==> config.mk <==
export PLATFORM = sky130hd
export DESIGN_NAME = wdog_seq_top
export DESIGN_NICKNAME = d
export VERILOG_FILES = /design/src/rtl/wdog_pkg.sv /design/src/rtl/wdog_win_timer.sv /design/src/rtl/wdog_svc_seq.sv /design/src/rtl/wdog_rst_pulse.sv /design/src/rtl/wdog_seq_top.sv
export SDC_FILE = /design/constraint.sdc
export NUM_CORES = 1
export LEC_CHECK = 0
export BUFFER_PORTS_ARGS = -buffer_cell sky130_fd_sc_hd__buf_2
export CAP_MARGIN = 20
export CORE_MARGIN = 2
export CORE_UTILIZATION = 40
export CTS_CLUSTER_DIAMETER = 150
export DETAILED_ROUTE_END_ITERATION = 12
export GPL_TIMING_DRIVEN = 0
export RECOVER_POWER = 100
export SYNTH_ARGS = -nofsm -noshare
export SYNTH_HDL_FRONTEND = slang
export SYNTH_SLANG_ARGS = --single-unit
export TNS_END_PERCENT = 5
==> constraint.sdc <==
create_clock -name clk -period 4.2 [get_ports clk]
set_input_delay 0.42 -clock clk [delete_from_list [all_inputs] [get_ports clk]]
set_output_delay 0.42 -clock clk [all_outputs]
set_load 0.02 [all_outputs]
==> src/rtl/wdog_pkg.sv <==
// Package: shared constants and types for the sequenced watchdog.
// Assumes: cause bit positions are fixed and visible at the top port.
package wdog_pkg;
    localparam logic [7:0] SVC_KEY_FIRST  = 8'h55;
    localparam logic [7:0] SVC_KEY_SECOND = 8'hAA;

    localparam int CAUSE_W    = 4;
    localparam int CI_TIMEOUT = 0;
    localparam int CI_EARLY   = 1;
    localparam int CI_BADKEY  = 2;
    localparam int CI_ILLEGAL = 3;

    typedef enum logic {
        SEQ_IDLE  = 1'b0,
        SEQ_ARMED = 1'b1
    } seq_state_t;
endpackage

==> src/rtl/wdog_win_timer.sv <==
// Module: period counter with window and expiry flags.
// Counts up from zero each cycle unless cleared. The window opens at
// period - period/4. Expiry is flagged on the last count, period-1.
// Assumes: period >= 4 and constant outside reset.
module wdog_win_timer #(
    parameter int PER_W = 16
) (
    input  logic             clk,
    input  logic             rst_n,
    input  logic             clear,
    input  logic [PER_W-1:0] period,
    output logic [PER_W-1:0] count,
    output logic             window_open,
    output logic             expire
);
    localparam logic [PER_W-1:0] ONE = {{(PER_W-1){1'b0}}, 1'b1};

    logic [PER_W-1:0] window_start;

    // Window boundary and end-of-period decode.
    always_comb begin
        window_start = period - (period >> 2);
        window_open  = (count >= window_start);
        expire       = (count == period - ONE);
    end

    // Counter: restart on clear, otherwise advance one per cycle.
    always_ff @(posedge clk) begin
        if (!rst_n) begin
            count <= '0;
        end else if (clear) begin
            count <= '0;
        end else begin
            count <= count + ONE;
        end
    end
endmodule

==> src/rtl/wdog_svc_seq.sv <==
// Module: service key sequence tracker.
// Classifies each write as accepted, early or bad, and tracks whether a
// first key has been taken. Early takes priority over a key check.
// Assumes: clear is raised by the top on any fault or while held.
module wdog_svc_seq
    import wdog_pkg::*;
(
    input  logic       clk,
    input  logic       rst_n,
    input  logic       clear,
    input  logic       wr_en,
    input  logic [7:0] wr_data,
    input  logic       win_mode,
    input  logic       window_open,
    output logic       svc_ok,
    output logic       early,
    output logic       bad_key
);
    seq_state_t state;
    logic       first_ok;

    // Classify the current write against mode, window and tracker state.
    always_comb begin
        early    = wr_en && win_mode && !window_open;
        first_ok = (state == SEQ_IDLE) && (wr_data == SVC_KEY_FIRST);
        svc_ok   = wr_en && !early && (state == SEQ_ARMED)
                   && (wr_data == SVC_KEY_SECOND);
        bad_key  = wr_en && !early && !svc_ok && !first_ok;
    end

    // Tracker: arm on a good first key, drop on completion or clear.
    always_ff @(posedge clk) begin
        if (!rst_n) begin
            state <= SEQ_IDLE;
        end else if (clear || svc_ok) begin
            state <= SEQ_IDLE;
        end else if (wr_en && first_ok && !early) begin
            state <= SEQ_ARMED;
        end
    end


    win_accept_chk: assert property (@(posedge clk) disable iff (!rst_n)
        (svc_ok && win_mode) |-> window_open);


    arm_on_first_key_chk: assert property (@(posedge clk) disable iff (!rst_n)
        (state == SEQ_ARMED && $past(state) == SEQ_IDLE)
        |-> $past(wr_en && wr_data == SVC_KEY_FIRST));
endmodule

==> src/rtl/wdog_rst_pulse.sv <==
// Module: reset pulse stretcher and cause register.
// Any fault while idle loads the pulse length and captures the fault bits.
// While the pulse runs, faults are ignored and the cause holds.
// Assumes: fault_in bits follow the wdog_pkg cause positions.
module wdog_rst_pulse
    import wdog_pkg::*;
#(
    parameter int PULSE_LEN = 16
) (
    input  logic               clk,
    input  logic               rst_n,
    input  logic [CAUSE_W-1:0] fault_in,
    output logic               hold,
    output logic               rst_out_n,
    output logic [CAUSE_W-1:0] cause
);
    localparam int PW = $clog2(PULSE_LEN + 1);
    localparam logic [PW-1:0] LOAD = PW'(PULSE_LEN);

    logic [PW-1:0] remain;

    // Pulse is active while cycles remain.
    always_comb begin
        hold      = (remain != '0);
        rst_out_n = !hold;
    end

    // Count the pulse down, or start one and capture the fault bits.
    always_ff @(posedge clk) begin
        if (!rst_n) begin
            remain <= '0;
            cause  <= '0;
        end else if (hold) begin
            remain <= remain - PW'(1);
        end else if (|fault_in) begin
            remain <= LOAD;
            cause  <= fault_in;
        end
    end


    cause_hold_chk: assert property (@(posedge clk) disable iff (!rst_n)
        hold |=> $stable(cause));


    cause_valid_chk: assert property (@(posedge clk) disable iff (!rst_n)
        !rst_out_n |-> (cause != '0));
endmodule

==> src/rtl/wdog_seq_top.sv <==
// Module: sequenced late-window watchdog, top level.
// Joins the period timer, key tracker and reset pulse. Fault sources are
// timeout (expiry without completion), early write, bad key and illegal op.
// Assumes: period >= 4, constant outside reset; one write per strobe cycle.
module wdog_seq_top
    import wdog_pkg::*;
#(
    parameter int PER_W     = 16,
    parameter int PULSE_LEN = 16
) (
    input  logic               clk,
    input  logic               rst_n,
    input  logic               wr_en,
    input  logic [7:0]         wr_data,
    input  logic               illegal_op,
    input  logic               win_mode,
    input  logic [PER_W-1:0]   period,
    output logic               rst_out_n,
    output logic [CAUSE_W-1:0] cause
);
    logic [PER_W-1:0]   count;
    logic               window_open, expire;
    logic               svc_ok, early, bad_key;
    logic               hold;
    logic [CAUSE_W-1:0] faults;
    logic               any_fault, seq_clear, tmr_clear;

    // Gather fault sources and the clear terms for timer and tracker.
    always_comb begin
        faults              = '0;
        faults[CI_TIMEOUT]  = expire && !svc_ok;
        faults[CI_EARLY]    = early;
        faults[CI_BADKEY]   = bad_key;
        faults[CI_ILLEGAL]  = illegal_op;
        any_fault           = |faults;
        seq_clear           = hold || any_fault;
        tmr_clear           = seq_clear || svc_ok;
    end

    wdog_win_timer #(.PER_W(PER_W)) u_timer (
        .clk         (clk),
        .rst_n       (rst_n),
        .clear       (tmr_clear),
        .period      (period),
        .count       (count),
        .window_open (window_open),
        .expire      (expire)
    );

    wdog_svc_seq u_seq (
        .clk         (clk),
        .rst_n       (rst_n),
        .clear       (seq_clear),
        .wr_en       (wr_en),
        .wr_data     (wr_data),
        .win_mode    (win_mode),
        .window_open (window_open),
        .svc_ok      (svc_ok),
        .early       (early),
        .bad_key     (bad_key)
    );

    wdog_rst_pulse #(.PULSE_LEN(PULSE_LEN)) u_pulse (
        .clk       (clk),
        .rst_n     (rst_n),
        .fault_in  (faults),
        .hold      (hold),
        .rst_out_n (rst_out_n),
        .cause     (cause)
    );


    held_count_zero_chk: assert property (@(posedge clk) disable iff (!rst_n)
        !rst_out_n |-> (count == '0));


    expiry_restart_chk: assert property (@(posedge clk) disable iff (!rst_n)
        expire |=> (count == '0));


    fault_asserts_chk: assert property (@(posedge clk) disable iff (!rst_n)
        (rst_out_n && any_fault) |=> !rst_out_n);
endmodule

==> summary.txt <==
Status
  • Failing checks: negative setup slack
  • Outcome: finished with violations

STA
  • Final setup viols: 16
  • Fin crit share: 102%
  • Slew Viols, Final: 0
  • Worst setup margin: -0.0870 ns
  • FMAX: approximately 230 MHz
  • Max Clock Skew: roughly 0.01 ns
  • RSZ-0062 raised after global routing: true
  • Slew @ Worst Pin: approximately 0.46 ns
  • Fin crit period: around 4.3 ns
  • Final hold vios: 0
  • Worst rel slew slack: 68.7%

Run
  • Number of max-cap violations: 0

Min path
  • Hold path depth: 2
  • Hold Path Class: in2reg
  • Worst hold endpoint: u_pulse.remain[4]
  • HP Start: rst_n

CTS
  • Clock transition at path regs: 0.10 ns
  • CTS tree: yes
  • Clock sinks: 26
  • CTS HTree Levels: 1
  • CTS hold repair buffers: 0
  • Worst-Skew Late Latency: about 0.27 ns
  • Max clock buf depth: 2
  • Total CTS buffers: 3
  • Root Buffer: clkbuf_8

Die
  • Initial Util: a little over two fifths
  • Die area: between 7000 and 8000 µm²
  • Die Ht: 88.8 µm
  • Core ar.: between 6000 and 7000 µm²
  • I/O pins: 34
  • Row cnt: 30
  • Die width: just under 90 µm

Route
  • Vias/cell: 5.52
  • Remaining antenna violation count: 0
  • # DRC: 0
  • Vias: between 2000 and 3000
  • Drt first pass iters: 6
  • Drt initial violations: ~120
  • DR WL/cell: about 14 µm
  • Final wirelength: 7290 µm

Yosys
  • Net Count, Synth: roughly 440
  • Synthesis Warnings: 0
  • Asr flop ratio synth: 0%
  • FF+latch count, synth: 26
  • Syn avg cell area: between 7 and 8 µm²
  • Sequential area share after synthesis: 18.1%
  • Primary FF master, synth: dfxtp_1
  • Synth Cell Area: roughly 2900 µm²
  • Cell variety after synth: 60
  • Mapped Cells: 375
  • Post-synth EDFFs: 0

Global routing
  • Congestion Overflow GR: 0
  • GRT Util Overall: 18.2%
  • Vias in the first global route: around 2500
  • First-pass GRT wire length: roughly 12000 µm
  • Largest net degree at the start of global routing: 16
  • Initial antenna violation count: 0

Setup path
  • Worst path cell trace: buf_8, inv_4, ha_4, inv_2, fa_2, a211oi_2, o21bai_2, a31oi_2, o21ai_2, o41ai_4, mux2i_1, o2111ai_1, ha_1, and4_4, a31oi_4, a2111o_1, or4b_4, clkbuf_16, nor2_1
  • CP endpoint kind: register
  • Reg2Reg Setup Slack: ~1.4 ns
  • Worst Path Required: 4.41 ns
  • Crit path max-delay cell type: or4b_4
  • Slowest stage delay, CP: 0.58 ns
  • Reg2Reg Launch Point: u_timer.count[9]
  • Worst R2R Path Depth: 9
  • Critical path class: in2reg
  • CP startpoint kind: primary input
  • Worst Path Max Fanout: 5
  • CP arrival: roughly 4.5 ns
  • End of the worst register-to-register path: u_timer.count[1]

Pwr
  • Tot Pwr: 0.961 mW
  • Clock power frac: between 20% and 30%
  • Sequential Power Share: 31.2%
  • Net Sw Power: 0.363 mW
  • Sw Share: around 38%
  • Power Density: between 200 and 300 nW/µm²
  • Logic pwr share: a little under half
  • Pleak: 1.37 nW
  • VDD IR max: 0.152 mV
  • Cell internal pwr: 0.598 mW

Placed design
  • Placer Congestion: 0.806
  • Cells after DPL: ~500
  • Port-buffer cells: 33
  • HPWL after detailed placement: 5600 µm

Cells and area
  • Ant. Diodes: 0
  • Final Util: 51.7%
  • Layout fillers: 702
  • Area Overhead vs Synth: 23.3%
  • Nets: around 490
  • Fraction of layout cells with a size suffix above 1: 20.6%
  • Layout Cells excl Fill: about 520
## layout by cell type, fill, tap and decap left out, types with 3 or more instances in the layout
master    count
o21ai_1       3
a31o_2        3
or3_1         5
and3_1        4
or2_2         5
and2_1        3
buf_2        26
nand4_1       7
nand2b_1      5
a211oi_1      6
nor3_1       11
nor2_1       25
nor4b_1       3
inv_1        26
xor2_1       20
buf_4         8
ha_1         32
nor4_1        9
nand2_1      24
or4_1         4
o211ai_1      3
nor2b_1       3
nor2_4        7
dfxtp_1      26
clkbuf_1     12
nand3_1      18
nor2_2        5
a21o_1        3
a21oi_1      10
o21ai_0       9
xnor2_1      24
clkbuf_8      3
mux2i_1       3
a31oi_1       4
nor4bb_1      3
## per-stage QoR
stage	hold slack, ns	setup TNS, ns	setup WS, ns	cell area [µm²]
6_report	0.436	-1.01	-0.0870	3550
5_1_grt	0.452	-3.66	-0.232	3550
4_1_cts	0.437	-1.50	-0.110	3360
3_5_place_dp	0.473	-17.17	-0.795	3190
3_3_place_gp	0.454	-17.10	-0.796	3190
2_1_floorplan	0.463	-0.0174	-0.00238	2910
## critical path: cells and delay by family
family	cells	cell delay (ns)
compound gates	8	1.76
buf+inv	4	0.38
mux	1	0.22
simple gates	3	0.90
fa+ha+maj	3	0.80
## routing by layer
layer / routed length (µm) / GRT usage (%)
met1: 3660 / 25.8
met2: 3410 / 30.5
met3: 229 / 2.33
met4: 0 / 1.52
met5: 0 / 0
## cell families (layout without fill, tap and decap cells)
group / Yosys count / after routing / share of synthesized area [%]
AO/OA/AOI/OAI: 75 / 75 / 18.1
XOR/XNOR: 44 / 44 / 13.4
adder cells (fa/ha/maj): 34 / 34 / 15.0
buffers and inverters: 41 / 89 / 5.69
flip-flops: 26 / 26 / 18.1
multiplexers: 5 / 5 / 1.83
AND/OR/NAND/NOR: 150 / 150 / 27.9
## area by class of cell
cell class	instances	area, µm²	share of cell area (%)
clock buffer	3	41.3	1.16
tap	96	120	3.39
sequential	26	520	14.7
timing repair buffer	45	298	8.39
multi-input combinational	308	2370	66.9
clock inverter	1	30.0	0.846
inverter	31	119	3.35
buffer	9	46.3	1.30
## registers in the layout (all words and copies together) (netlist names)
signal and flops:
u_pulse.cause 4, u_pulse.remain 5, u_seq.state 1, u_timer.count 16
## Yosys cell counts, types with 5 or more instances
cell type   n  share of area [%]
nor3_1     11                1.9
or2_2       5                1.1
dfxtp_1    26                 18
ha_1       33                 14
nor2_1     37                4.8
nand2b_1    5                1.1
xnor2_1    24                7.3
nand2_1    24                3.1
a21oi_1    11                1.9
o21ai_0    12                2.1
nand3_1    18                3.1
nor4_1      9                2.0
inv_1      29                3.8
or3_1       5                1.1
a31oi_1     6                1.3
xor2_1     20                6.1
nand4_1     7                1.5
a211oi_1    9                2.3
clkbuf_1    6               0.78
## power groups by stage
stage | registers (mW) | clock network, mW | logic, mW
5_1_grt | 0.305 | 0.221 | 0.504
3_3_place_gp | 0.305 | 0 | 0.407
2_1_floorplan | 0.312 | 0 | 0.297
6_report | 0.300 | 0.209 | 0.452
4_1_cts | 0.300 | 0.211 | 0.434
3_5_place_dp | 0.306 | 0 | 0.412
## worst max-delay path by stage
stage / startpoint / end / slack [ns] / cells past startpoint
2_1_floorplan: period[0] / u_timer.count[11] / -0.002 / 19
3_3_place_gp: period[4] / u_timer.count[11] / -0.80 / 19
3_5_place_dp: period[4] / u_timer.count[8] / -0.80 / 19
4_1_cts: period[0] / u_timer.count[8] / -0.11 / 20
5_1_grt: period[0] / u_timer.count[0] / -0.23 / 20
6_report: period[0] / u_timer.count[1] / -0.09 / 19
## what timing repair did
item	in CTS	in global routing
cloned	0	1
setup buffers	6	4
gates resized for setup	8	42
endpoints found under the setup margin	24	24
pin swaps	8	24
(Power assumes the default switching activity.)
